**src/rtl/sdlc_af_pkg.sv**
```systemverilog
package sdlc_af_pkg;

    typedef enum logic [1:0] {
        KIND_FIRST = 2'b00,
        KIND_DATA  = 2'b01,
        KIND_CLOSE = 2'b10,
        KIND_RSVD  = 2'b11
    } byte_kind_e;

    typedef enum logic [1:0] {
        FR_IDLE   = 2'b00,
        FR_ACCEPT = 2'b01,
        FR_REJECT = 2'b10
    } frame_st_e;

    typedef struct packed {
        frame_st_e st;
    } ctrl_state_t;

endpackage

```
**src/rtl/sdlc_af_match.sv**
```systemverilog
module sdlc_af_match #(
    parameter int W = 8
) (
    input  logic [W-1:0] data_i,
    input  logic [W-1:0] addr_i,
    output logic         hit_o
);
    logic [W-1:0] eq_bits;
    logic [W-1:0] ones_bits;

    for (genvar i = 0; i < W; i++) begin : g_bit
        assign eq_bits[i]   = ~(data_i[i] ^ addr_i[i]);
        assign ones_bits[i] = data_i[i];
    end

    assign hit_o = (&eq_bits) | (&ones_bits);
endmodule

```
**src/rtl/sdlc_af_ctrl.sv**
```systemverilog
module sdlc_af_ctrl
    import sdlc_af_pkg::*;
(
    input  logic       clk,
    input  logic       rst_n,
    input  logic       bypass_i,
    input  logic       valid_i,
    input  logic [1:0] kind_i,
    input  logic       abort_i,
    input  logic       hit_i,
    output logic       pass_o,
    output logic       irq_o
);
    ctrl_state_t st_d, st_q;
    logic        is_byte;

    always_comb begin
        st_d    = st_q;
        pass_o  = 1'b0;
        is_byte = valid_i && (kind_i == KIND_FIRST || kind_i == KIND_DATA);
        if (bypass_i) begin
            st_d.st = FR_IDLE;
            pass_o  = is_byte && !abort_i;
        end else if (abort_i) begin
            st_d.st = FR_IDLE;
        end else if (valid_i) begin
            unique case (byte_kind_e'(kind_i))
                KIND_FIRST: begin
                    st_d.st = hit_i ? FR_ACCEPT : FR_REJECT;
                    pass_o  = hit_i;
                end
                KIND_DATA:  pass_o  = (st_q.st == FR_ACCEPT);
                KIND_CLOSE: st_d.st = FR_IDLE;
                default:    ;
            endcase
        end
    end

    always_ff @(posedge clk or negedge rst_n) begin
        if (!rst_n) st_q <= '{st: FR_IDLE};
        else        st_q <= st_d;
    end

    assign irq_o = bypass_i || (st_q.st == FR_ACCEPT);
endmodule

```
**src/rtl/sdlc_addr_filter.sv**
```systemverilog
module sdlc_addr_filter #(
    parameter int W = 8
) (
    input  logic         clk,
    input  logic         rst_n,
    input  logic         mode_sdlc,
    input  logic         search_en,
    input  logic [W-1:0] station_addr,
    input  logic         byte_valid,
    input  logic [1:0]   byte_kind,
    input  logic [W-1:0] byte_data,
    input  logic         rx_abort,
    output logic         byte_pass,
    output logic         irq_allow
);
    logic bypass;
    logic hit;

    assign bypass = !(mode_sdlc && search_en);

    sdlc_af_match #(.W(W)) match_i (
        .data_i (byte_data),
        .addr_i (station_addr),
        .hit_o  (hit)
    );

    sdlc_af_ctrl ctrl_i (
        .clk      (clk),
        .rst_n    (rst_n),
        .bypass_i (bypass),
        .valid_i  (byte_valid),
        .kind_i   (byte_kind),
        .abort_i  (rx_abort),
        .hit_i    (hit),
        .pass_o   (byte_pass),
        .irq_o    (irq_allow)
    );
endmodule

```
**config.mk**
```make
export PLATFORM = sky130hd
export DESIGN_NAME = sdlc_addr_filter
export DESIGN_NICKNAME = d
export VERILOG_FILES = /design/src/rtl/sdlc_af_pkg.sv /design/src/rtl/sdlc_af_match.sv /design/src/rtl/sdlc_af_ctrl.sv /design/src/rtl/sdlc_addr_filter.sv
export SDC_FILE = /design/constraint.sdc
export NUM_CORES = 1
export LEC_CHECK = 0
export BUFFER_PORTS_ARGS = -buffer_cell sky130_fd_sc_hd__buf_2
export CAP_MARGIN = 30
export CELL_PAD_IN_SITES_DETAIL_PLACEMENT = 1
export CELL_PAD_IN_SITES_GLOBAL_PLACEMENT = 1
export CORE_AREA = 3 3 40 42
export CTS_CLUSTER_DIAMETER = 50
export CTS_CLUSTER_SIZE = 28
export DETAILED_ROUTE_END_ITERATION = 6
export DIE_AREA = 0 0 43 45
export GPL_TIMING_DRIVEN = 0
export PLACE_DENSITY = 0.67
export SLEW_MARGIN = 20
export SYNTH_ARGS = -nofsm -noshare
export SYNTH_HDL_FRONTEND = slang
export SYNTH_SLANG_ARGS = --single-unit
```
**constraint.sdc**
```tcl
create_clock -name clk -period 2.7 [get_ports clk]
set_input_delay 0.405 -clock clk [delete_from_list [all_inputs] [get_ports clk]]
set_output_delay 0.405 -clock clk [all_outputs]
set_load 0.02 [all_outputs]
```
Word-level counts from Yosys, hierarchy flattened
Cells that the tools add are included.
W data, S select, Z words.
- bits in registers: 2
- input port bits: 24
- output and inout bits: 2
- word-level logic and storage cells: 43
- equal/unequal tests: 5
- multiplexer cells: 9
- bitwise gates (word level): 17
- reduce and logical (&&, ||, !) cells: 11
- operator list (cell ; count):
    $reduce_and A8 Y1 ; 2
    $mux W2 ; 4
    $not A1 Y1 ; 8
    $xor A1 B1 Y1 ; 8
    $eq A2 B1 Y1 const B ; 2
    $ne A4 B2 Y1 const B ; 1
    $pmux W2 S2 ; 1
    $logic_and A1 B1 Y1 ; 3
    $mux W1 ; 3
    $ne A3 B3 Y1 const B ; 1
    $eq A2 B2 Y1 const B ; 1
    $logic_not A1 Y1 ; 2
    $logic_not A2 Y1 ; 1
    $logic_or A1 B1 Y1 ; 2
    $pmux W1 S2 ; 1
    $reduce_and A2 Y1 ; 1
    $or A1 B1 Y1 ; 1

Logic depth before layout (Yosys ltp)
Gate-level depths: netlist of the first run.
- word-level depth: 9
- mapped depth: 4
- depth with buffers taken out: 4

By module
A second synthesis of the first run with hierarchy kept.
- cells, all modules: 28
- area total of the unflattened synthesis: 251.5 um^2
- modules (own cells, without submodules) (module ; instances ; cells each ; area each (um^2) ; sequential area each (um^2)):
    sdlc_af_ctrl ; 1 ; 14 ; 146.4 ; 50.0
    sdlc_af_match ; 1 ; 13 ; 101.3 ; 0.0
    sdlc_addr_filter ; 1 ; 1 ; 3.8 ; 0.0

Least setup slack after synthesis of the first run
Ideal clock, no wire load.
- kind: in2out
- start point: input byte_kind[1]
- end point: output byte_pass
- arrival: 1.400 ns
- required time: 2.295 ns
- slack: 0.895 ns
- stages: 3
- buffers on the path: 0
- cells stage by stage: or3b_2 -> o21bai_1 -> a21oi_1
- longest elaborated chain between the ends: 5
- elaborated cells on any way between the ends: 9
- those cells by class: eq/ne: 1; mux: 4; reduce/logical: 4
- ends and longest elaborated chain (element ; RTL line ; RTL):
    from (decl) ; sdlc_addr_filter.sv:10 ; input logic [1:0] byte_kind,
    $eq A2 B1 Y1 or $logic_not A2 Y1 (tied branches) ; sdlc_af_ctrl.sv:20, sdlc_af_ctrl.sv:27 ;
    $pmux W1 S2 or $logic_or A1 B1 Y1 (tied branches) ; sdlc_af_ctrl.sv:27, sdlc_af_ctrl.sv:20 ;
    $mux W1 or $logic_and A1 B1 Y1 (tied branches) ; sdlc_af_ctrl.sv:26, sdlc_af_ctrl.sv:20 ;
    $mux W1 or $logic_and A1 B1 Y1 (tied branches) ; sdlc_af_ctrl.sv:24, sdlc_af_ctrl.sv:23 ;
    $mux W1 (*) ; sdlc_af_ctrl.sv:21 ; if (bypass_i) begin
    to (decl) ; sdlc_addr_filter.sv:13 ; output logic byte_pass,
Every way passes the cells marked *; elsewhere a longest branch is shown, timed or not.

Worst setup path after layout of the first run
Ends and elaborated chain as after synthesis.

==> results of run 1 <==
==> through the flow <==
step	hold slack (ns)	cells	utilization (%)	worst slack [ns]
finish	0.417	73	32.4	0.827
global route	0.422	73	32.4	0.716
CTS	0.419	73	32.4	0.820
detailed placement	0.190	69	29.9	0.829
global placement	0.189	69	29.9	0.802
floorplan	0.109	29	-	0.895
==> worst max-delay path: stages <==
cell and delay [ns]:
buf_2 0.09, or3b_2 0.50, o21bai_1 0.18, a21oi_1 0.11
buf_2 0.18
==> routing by layer <==
metal  vias up  track usage [%]  routed length [µm]
met5         -                0                   0
met3         2             1.99                  57
met1       149             10.3                 296
li1        164                -                   -
met2        10             17.7                 493
met4         0             5.42                  16
==> worst min path at each step <==
stage                       from                    endpoint  slack, ns  cells after the start
detailed placement         rst_n  ctrl_i.st_q[0]$_DFFE_PN0P_       0.19                      1
finish              byte_kind[0]  ctrl_i.st_q[0]$_DFFE_PN0P_       0.42                      2
CTS                 byte_kind[0]  ctrl_i.st_q[0]$_DFFE_PN0P_       0.42                      2
global placement           rst_n  ctrl_i.st_q[0]$_DFFE_PN0P_       0.19                      1
floorplan                  rst_n  ctrl_i.st_q[0]$_DFFE_PN0P_       0.11                      0
global route        byte_kind[0]  ctrl_i.st_q[0]$_DFFE_PN0P_       0.42                      2
==> power by group through the flow <==
| stage | clock (mW) | combinational [mW] | sequential [mW] |
|---|---|---|---|
| 3_3_place_gp | 0 | 0.0395 | 0.0308 |
| 2_1_floorplan | 0 | 0.0157 | 0.0308 |
| 3_5_place_dp | 0 | 0.0403 | 0.0308 |
| 5_1_grt | 0.0746 | 0.0463 | 0.0305 |
| 6_report | 0.0684 | 0.0412 | 0.0305 |
| 4_1_cts | 0.0688 | 0.0416 | 0.0305 |
==> kinds of logic (layout without fill, tap and decap cells) <==
kind of cell / after synthesis / count (layout)
AO/OA/AOI/OAI: 7 / 7
XOR/XNOR: 8 / 8
buffers and inverters: 2 / 31
flip-flops: 2 / 2
AND/OR/NAND/NOR: 10 / 10
==> layout make-up <==
class	count	area [µm²]	share of cell area, %
Clock buffer	3	22.5	5.41
Multi-Input combinational cell	25	183	43.8
Inverter	2	7.51	1.80
Sequential cell	2	50.0	12.0
Tap cell	15	18.8	4.50
Timing Repair Buffer	26	135	32.4
==> placed cells by master, fill, tap and decap left out <==
cell,instances
o21bai_1,1
nor3_1,1
buf_2,25
a21o_1,1
inv_1,2
clkbuf_4,3
a21oi_1,2
dlygate4sd3_1,1
nor2_1,2
a22o_2,1
or3b_2,1
o41ai_2,1
nor4_1,2
dfrtp_1,2
a211oi_1,1
xor2_1,8
nand4_1,2
nand2_1,2
==> results.ini, run 1 <==
[power]
netSwitchingPower_mw = 0.0389
worst_ir_drop_vdd_v = 0.000167
power_frac_clock_pct = 48.8
p_int_mw = 0.101
seqPwrFrac_pct = 21.8
finalPower_mw = 0.140
pwr_density_cell_nw_per_um2 = 336
switching_share_pct = 27.7
leakagePower_nw = 0.218
comb_power_share_pct = 29.4

[worst_setup_path]
r2r_start = ctrl_i.st_q[1]$_DFFE_PN0P_
worst_ep_arrival_time_ns = 1.47
required_ns = 2.30
startpoint = byte_kind[1]
worst-path-max-fanout = 3
cp-endpoint = byte_pass
endpoint_kind = output pin
reg2regPathDepth = 1
rrSetupSlack_ns = 1.97
path_class = input pin to output pin
rr_endpoint = ctrl_i.st_q[1]$_DFFE_PN0P_
worstSetupStartpointType = input pin

[synthesis]
yosys.cell_count.top_type = xor2_1
yosys.area.top_type = xor2_1
yosysWarnings = 0
synth-xor-area-share_pct = 29.2
yosys.area_share.simple_pct = 22.4
synth_area_um2 = 240
synth-seq-cells = 2
syn_inst = 29
yosysUniqueCellTypes = 15
synthTopCellsByArea = xor2_1, dfrtp_1, o41ai_2
ys_seq_area_share_pct = 20.8
syn_area_per_cell_um2 = 8.28
synth_mux_area_share_pct = 0
synth_edf_count = 0
synth_top_family_by_area = XOR/XNOR gates
synth_top_area_share_pct = 29.2
async_reset_ff_share_pct = 100
synth_flop_cell = dfrtp_1
synth_fp_nets = 53
synth_fa_ha_area_share_pct = 0
synth_compound_area_share_pct = 24.5

[cts]
clockRootBuffer = clkbuf_4
htreeDepth = 1
worstSkewPairLatency_ns = 0.22
clk_pin_slew_ns = 0.03
clockBufferDepth = 2
cts_tree = done
cts.sinks = 2
cts_made_buffers = 3
postCtsSetupBuffers = 0
postCtsHoldBufs = 1
cts_resized = 0

[detailed_routing]
detail_route.wl_per_cell_um = 11.8
routed_via_density = 4.45
routed_wl_um = 863
num_vias = 325
ant_nets = 0
drt_iter0_drc = 1
drc = 0
dr.pass1.iters = 2

[timing]
fin_skew_ns = 0
fin_crit_ns = 1.87
finalSetupTns_ns = 0
finalSetupViolCount = 0
final_hold_viol_count = 0
max_clock_freq_mhz = 534
rsz0062_at_grt = false
worst_slew_pin_slew_ns = 0.317
slew-limit-headroom_pct = 78.7
finalMaxSlewViolations = 0
period_share_pct = 69.4

[run]
drv_cap = 0

[layout]
stdcell_area_um2 = 417
syn_to_final_growth_pct = 73.4
reg.largest.list = ctrl_i.st_q (2)
largest_register_ffs = 2
top_register = ctrl_i.st_q
nets = 84
drive_gt1_share_pct = 53.4
fillers = 175
diodes = 0

[die]
die_x_um = 43
die_h_um = 45
dieArea_um2 = 1940
fp-row-count = 13
coreArea_um2 = 1280
start_util_pct = 18.7
ioPinCount = 26

[placement]
hpwl_um = 718
place_area_um2 = 384
gp_congestion = 0.640
portBuffers = 25

[global_route]
grt_max_degree = 6
antenna_found_initial = 0
grt_pass1_vias = 338
grt_pass1_wl_um = 1380
overflow = 0
grt_usage_pct = 9.64

[run_status]
status = complete, no violations

[min_path]
hp-class = input pin to flop

Note: power is estimated with default switching activity, not from simulation.
==> inputs of run 2 (changes only) <==
--- a/config.mk
+++ b/config.mk
@@ -9,13 +9,13 @@
 export CAP_MARGIN = 30
 export CELL_PAD_IN_SITES_DETAIL_PLACEMENT = 1
 export CELL_PAD_IN_SITES_GLOBAL_PLACEMENT = 1
-export CORE_AREA = 3 3 40 42
+export CORE_MARGIN = 3
+export CORE_UTILIZATION = 17
 export CTS_CLUSTER_DIAMETER = 50
 export CTS_CLUSTER_SIZE = 28
 export DETAILED_ROUTE_END_ITERATION = 6
-export DIE_AREA = 0 0 43 45
 export GPL_TIMING_DRIVEN = 0
-export PLACE_DENSITY = 0.67
+export PLACE_DENSITY = 0.66
 export SLEW_MARGIN = 20
 export SYNTH_ARGS = -nofsm -noshare
 export SYNTH_HDL_FRONTEND = slang
==> constraint.sdc (replaced) <==
create_clock -name clk -period 1.5 [get_ports clk]
set_input_delay 0.225 -clock clk [delete_from_list [all_inputs] [get_ports clk]]
set_output_delay 0.225 -clock clk [all_outputs]
set_load 0.02 [all_outputs]
==> results.ini, run 2 (synthesis gave the netlist of run 1 again) <==
[die]
ioPinCount = 26  ; unchanged
die_h_um = 43.6  ; -3.1%
dieArea_um2 = 1900  ; -1.8%
die_x_um = 43.6  ; +1.4%
start_util_pct = 19.8  ; +1.1 points
fp-row-count = 12  ; -1
coreArea_um2 = 1220  ; -5.4%

[min_path]
min_path_cells = 2  ; unchanged
min_from = byte_kind[0]
min_to = ctrl_i.st_q[0]$_DFFE_PN0P_
hp-class = input pin to flop

[detailed_routing]
dr.pass1.iters = 2  ; unchanged
drc = 0  ; unchanged
drt_iter0_drc = 4  ; +3
ant_nets = 0  ; unchanged
detail_route.wl_per_cell_um = 11.6  ; -2.2%
num_vias = 324  ; -0.31%
routed_wl_um = 856  ; -0.81%
routed_via_density = 4.38  ; -1.7%

[power]
power_frac_clock_pct = 45.9  ; -2.9 points
netSwitchingPower_mw = 0.0600  ; +54%
worst_ir_drop_vdd_v = 0.000291  ; +75%
finalPower_mw = 0.243  ; +74%
pwr_density_cell_nw_per_um2 = 559  ; +66%
switching_share_pct = 24.7  ; -3.1 points
seqPwrFrac_pct = 22.6  ; +0.8 points
p_int_mw = 0.183  ; +81%
comb_power_share_pct = 31.5  ; +2.1 points
leakagePower_nw = 0.227  ; +4.4%

[timing]
worst_slew_pin_slew_ns = 0.292  ; -0.0248 ns
finalSetupViolCount = 0  ; unchanged
finalMaxSlewViolations = 0  ; unchanged
fin_skew_ns = 0  ; unchanged
slew-limit-headroom_pct = 80.4  ; +1.7 points
final_hold_viol_count = 0  ; unchanged
period_share_pct = 96.5
finalSetupTns_ns = 0  ; unchanged
whs_ns = 0.252  ; -0.165 ns
fin_crit_ns = 1.45
max_clock_freq_mhz = 691
rsz0062_at_grt = false

[worst_setup_path]
rr_endpoint = ctrl_i.st_q[1]$_DFFE_PN0P_
critPathMaxStageDelay_ns = 0.28  ; -0.22 ns
required_ns = 1.27  ; -1.03 ns
r2r_start = ctrl_i.st_q[1]$_DFFE_PN0P_
cp_cell_sequence = buf_2, xor2_1, nor4_1, a21oi_1, a21oi_1, buf_4
worst_ep_arrival_time_ns = 1.22  ; -0.25 ns
path_class = input pin to output pin
rrSetupSlack_ns = 0.76  ; -1.21 ns
reg2regPathDepth = 1  ; unchanged
endpoint_kind = output pin
cpMostUsedCell = a21oi_1
cpMaxStageDelayCell = nor4_1
worst-path-max-fanout = 2  ; -1
worstSetupStartpointType = input pin

[layout]
nets = 86  ; +2.4%
diodes = 0  ; unchanged
final_cell_mix = buf_2, xor2_1, clkbuf_4, buf_4
syn_to_final_growth_pct = 81.3
reg.largest.list = ctrl_i.st_q (2)
fillers = 160  ; -8.6%
drive_gt1_share_pct = 55.0  ; +1.6 points
largest_register_ffs = 2  ; unchanged
top_register = ctrl_i.st_q
final_common_cell = buf_2

[cts]
clockRootBuffer = clkbuf_4
worstSkewPairLatency_ns = 0.21  ; about the same
clockBufferDepth = 2  ; unchanged
cts_made_buffers = 3  ; unchanged
htreeDepth = 1  ; unchanged
cts_tree = done
cts.sinks = 2  ; unchanged
clk_pin_slew_ns = 0.03  ; about the same

[global_route]
grt_pass1_wl_um = 1360  ; -1.5%
antenna_found_initial = 0  ; unchanged
grt_max_degree = 6  ; unchanged
overflow = 0  ; unchanged
grt_usage_pct = 9.37  ; -0.27 points
grt_pass1_vias = 335  ; -0.89%

[run_status]
status = complete, no violations

[run]
drv_cap = 0  ; unchanged

[placement]
portBuffers = 25  ; unchanged
gp_congestion = 0.620  ; -3.2%
hpwl_um = 766  ; +6.7%

==> run 2: changes by cell type in the layout (fill, tap and decap cells not counted), sizes merged <==
cell / delta
buf: +2
==> run 2: critical path: cells and delay by family <==
kind / cells / cell delay, ns
buffers and inverters: 2 / 0.26
xor gates and xnor gates: 1 / 0.15
and+or+nand+nor: 1 / 0.28
AOI/OAI and AO/OA: 2 / 0.30
==> run 2: layer usage <==
layer	vias up	share of wire, %	global-route usage, %
met4	0	0	3.61
met2	8	51	15.4
met3	0	2.9	2.49
met5	-	0	0
li1	170	-	-
met1	146	46	11.5
==> run 2: final cells by class <==
cell class              instances  area, µm²  share of cell area, %
multi-input cells              25        185                   42.5
repair buffers                 28        153                   35.1
flip-flops and latches          2       50.0                   11.5
well taps                      14       17.5                   4.02
inverters                       2       7.51                   1.72
clock buffers                   3       22.5                   5.17
==> run 2: worst max-delay path by stage <==
stage,start,to,slack (ns),cells past startpoint
2_1_floorplan,byte_kind[1],byte_pass,0.06,3
3_3_place_gp,byte_data[1],byte_pass,-0.02,6
3_5_place_dp,byte_kind[1],byte_pass,-0.01,5
4_1_cts,byte_data[1],byte_pass,0.03,6
5_1_grt,byte_data[0],byte_pass,0.006,6
6_report,station_addr[2],byte_pass,0.05,6
==> run 2: repair_timing <==
item | in CTS | in global routing
resized for setup | 2 | 0
hold buffers | 1 | 0
buffers inserted | 1 | 1
hold endpoints to repair | 2 | 0
endpoints found under the setup margin | 1 | 1
pin swaps | 1 | 3
==> run 2: power groups by stage <==
stage | clock network (mW) | registers (mW) | logic [mW]
CTS | 0.115 | 0.0549 | 0.0769
finish | 0.112 | 0.0549 | 0.0767
floorplan | 0 | 0.0554 | 0.0283
detailed placement | 0 | 0.0555 | 0.0724
global placement | 0 | 0.0554 | 0.0712
global route | 0.119 | 0.0550 | 0.0847
==> run 2: through the flow <==
stage	utilization (%)	std cells	instance area, µm²	setup slack (ns)
after floorplan	-	29	240	0.0551
after global placement	31.5	68	383	-0.0240
after detailed placement	31.5	68	383	-0.0130
after CTS	35.2	73	428	0.0306
after global routing	35.8	74	435	0.00623
final	35.8	74	435	0.0531
==> inputs of run 3 (changes only) <==
--- a/config.mk
+++ b/config.mk
@@ -7,15 +7,13 @@
 export LEC_CHECK = 0
 export BUFFER_PORTS_ARGS = -buffer_cell sky130_fd_sc_hd__buf_2
 export CAP_MARGIN = 30
-export CELL_PAD_IN_SITES_DETAIL_PLACEMENT = 1
-export CELL_PAD_IN_SITES_GLOBAL_PLACEMENT = 1
-export CORE_MARGIN = 3
-export CORE_UTILIZATION = 17
+export CORE_AREA = 3 3 40 42
 export CTS_CLUSTER_DIAMETER = 50
 export CTS_CLUSTER_SIZE = 28
 export DETAILED_ROUTE_END_ITERATION = 6
+export DIE_AREA = 0 0 43 45
 export GPL_TIMING_DRIVEN = 0
-export PLACE_DENSITY = 0.66
+export PLACE_DENSITY = 0.48
 export SLEW_MARGIN = 20
 export SYNTH_ARGS = -nofsm -noshare
 export SYNTH_HDL_FRONTEND = slang
==> results.ini, run 3 (synthesis gave the netlist of run 1 again) <==
[run_status]
status = complete, no violations

[timing]
fin_crit_ns = 1.41  ; -0.0346 ns
period_share_pct = 94.2  ; -2.3 points
fin_skew_ns = 0  ; unchanged
finalSetupTns_ns = 0  ; unchanged
max_clock_freq_mhz = 708  ; +2.5%
finalSetupViolCount = 0  ; unchanged
rsz0062_at_grt = false
whs_ns = 0.245  ; -0.00726 ns
finalMaxSlewViolations = 0  ; unchanged
final_hold_viol_count = 0  ; unchanged
worst_slew_pin_slew_ns = 0.283  ; -0.00981 ns
slew-limit-headroom_pct = 81.0  ; +0.66 points

[detailed_routing]
dr.pass1.iters = 2  ; unchanged
drc = 0  ; unchanged
detail_route.wl_per_cell_um = 10.7  ; -7.2%
num_vias = 314  ; -3.1%
ant_nets = 0  ; unchanged
routed_wl_um = 805  ; -6.0%
drt_iter0_drc = 3  ; -1
routed_via_density = 4.19  ; -4.4%

[worst_setup_path]
cpMostUsedCell = a21oi_1
reg2regPathDepth = 1  ; unchanged
crit_buf_inv = 2  ; unchanged
path_class = input pin to output pin
cpMaxStageDelayCell = nor4_1
critPathMaxStageDelay_ns = 0.28  ; about the same
cp_top_family = simple AND/OR/NAND/NOR gates
worst-path-max-fanout = 2  ; unchanged
rrSetupSlack_ns = 0.78  ; +0.02 ns
worstSetupStartpointType = input pin
path_depth = 6  ; unchanged
rr_endpoint = ctrl_i.st_q[1]$_DFFE_PN0P_
cp_cell_sequence = buf_2, xor2_1, nor4_1, a21oi_1, a21oi_1, buf_4
r2r_start = ctrl_i.st_q[1]$_DFFE_PN0P_
startpoint = station_addr[2]
endpoint_kind = output pin
required_ns = 1.27  ; about the same
worst_ep_arrival_time_ns = 1.19  ; -0.03 ns

[layout]
syn_to_final_growth_pct = 81.8
top_register = ctrl_i.st_q
fillers = 147  ; -8.1%
reg.largest.list = ctrl_i.st_q (2)
diodes = 0  ; unchanged
nets = 86  ; unchanged
drive_gt1_share_pct = 55.0  ; unchanged
largest_register_ffs = 2  ; unchanged
register_area_um2 = 50.0  ; unchanged
multi_input_area_um2 = 185  ; unchanged
final_common_cell = buf_2
final_cell_mix = buf_2, xor2_1, clkbuf_4, buf_4

[die]
ioPinCount = 26  ; unchanged
die_x_um = 43  ; -1.4%
die_h_um = 45  ; +3.2%
coreArea_um2 = 1280  ; +5.7%
dieArea_um2 = 1940  ; +1.8%
start_util_pct = 18.7  ; -1.1 points
fp-row-count = 13  ; +1

[cts]
cts.sinks = 2  ; unchanged
cts_made_buffers = 3  ; unchanged
clockBufferDepth = 2  ; unchanged
cts_tree = done
clk_pin_slew_ns = 0.03  ; about the same
clockRootBuffer = clkbuf_4
worstSkewPairLatency_ns = 0.22  ; about the same
htreeDepth = 1  ; unchanged

[placement]
gp_congestion = 0.653  ; +5.3%
hpwl_um = 660  ; -14%
portBuffers = 25  ; unchanged

[min_path]
min_from = byte_kind[0]
hp-class = input pin to flop
min_to = ctrl_i.st_q[0]$_DFFE_PN0P_
min_path_cells = 2  ; unchanged

[global_route]
grt_pass1_vias = 288  ; -14%
grt_usage_pct = 7.82  ; -1.6 points
grt_max_degree = 6  ; unchanged
grt_pass1_wl_um = 1160  ; -15%
antenna_found_initial = 0  ; unchanged
overflow = 0  ; unchanged

[power]
worst_ir_drop_vdd_v = 0.000287  ; -1.4%
pwr_density_cell_nw_per_um2 = 580  ; +3.8%
leakagePower_nw = 0.227  ; unchanged

[run]
drv_cap = 0  ; unchanged

-- run 3: routing by layer --
layer	up-vias	global-route usage [%]	wire length (µm)
li1	171	-	-
met1	134	8.89	315
met2	9	13.8	432
met3	0	3.19	57
met4	0	1.81	0
met5	-	0	0
-- run 3: metrics by stage --
stage,cell area (µm²),std cells,power (mW),utilization [%],setup slack (ns)
after floorplan,240,29,0.0837,-,0.0551
after global placement,384,69,0.126,29.9,-0.0270
after detailed placement,384,69,0.126,29.9,-0.0208
after CTS,427,74,0.258,33.2,0.00201
after global routing,437,75,0.275,34.0,0.00332
final,437,75,0.253,34.0,0.0877
-- run 3: where the power goes --
part	total [mW]	internal, mW	switching (mW)
logic	0.0758	0.0409	0.0350
registers	0.0548	0.0546	0.000189
clock network	0.123	0.0887	0.0340
-- run 3: layout make-up --
type	instances	share of cell area, %
inverters	2	1.72
repair buffers	28	35.0
flip-flops and latches	2	11.5
clock buffers	3	5.16
multi-input cells	25	42.4
well taps	15	4.30
-- run 3: how the worst max path moves through the flow --
| stage | end |
|---|---|
| final | byte_pass |
| after global placement | byte_pass |
| after detailed placement | byte_pass |
| after floorplan | byte_pass |
| after CTS | byte_pass |
| after global routing | byte_pass |
-- run 3: timing repair --
| action | 4_1_cts | 5_1_grt |
|---|---|---|
| hold buffers | 1 | 0 |
| hold endpoints to repair | 2 | 0 |
| buffers inserted | 1 | 1 |
| resized for setup | 1 | 1 |
| setup endpoints to repair | 1 | 1 |
| pin swaps | 1 | 3 |
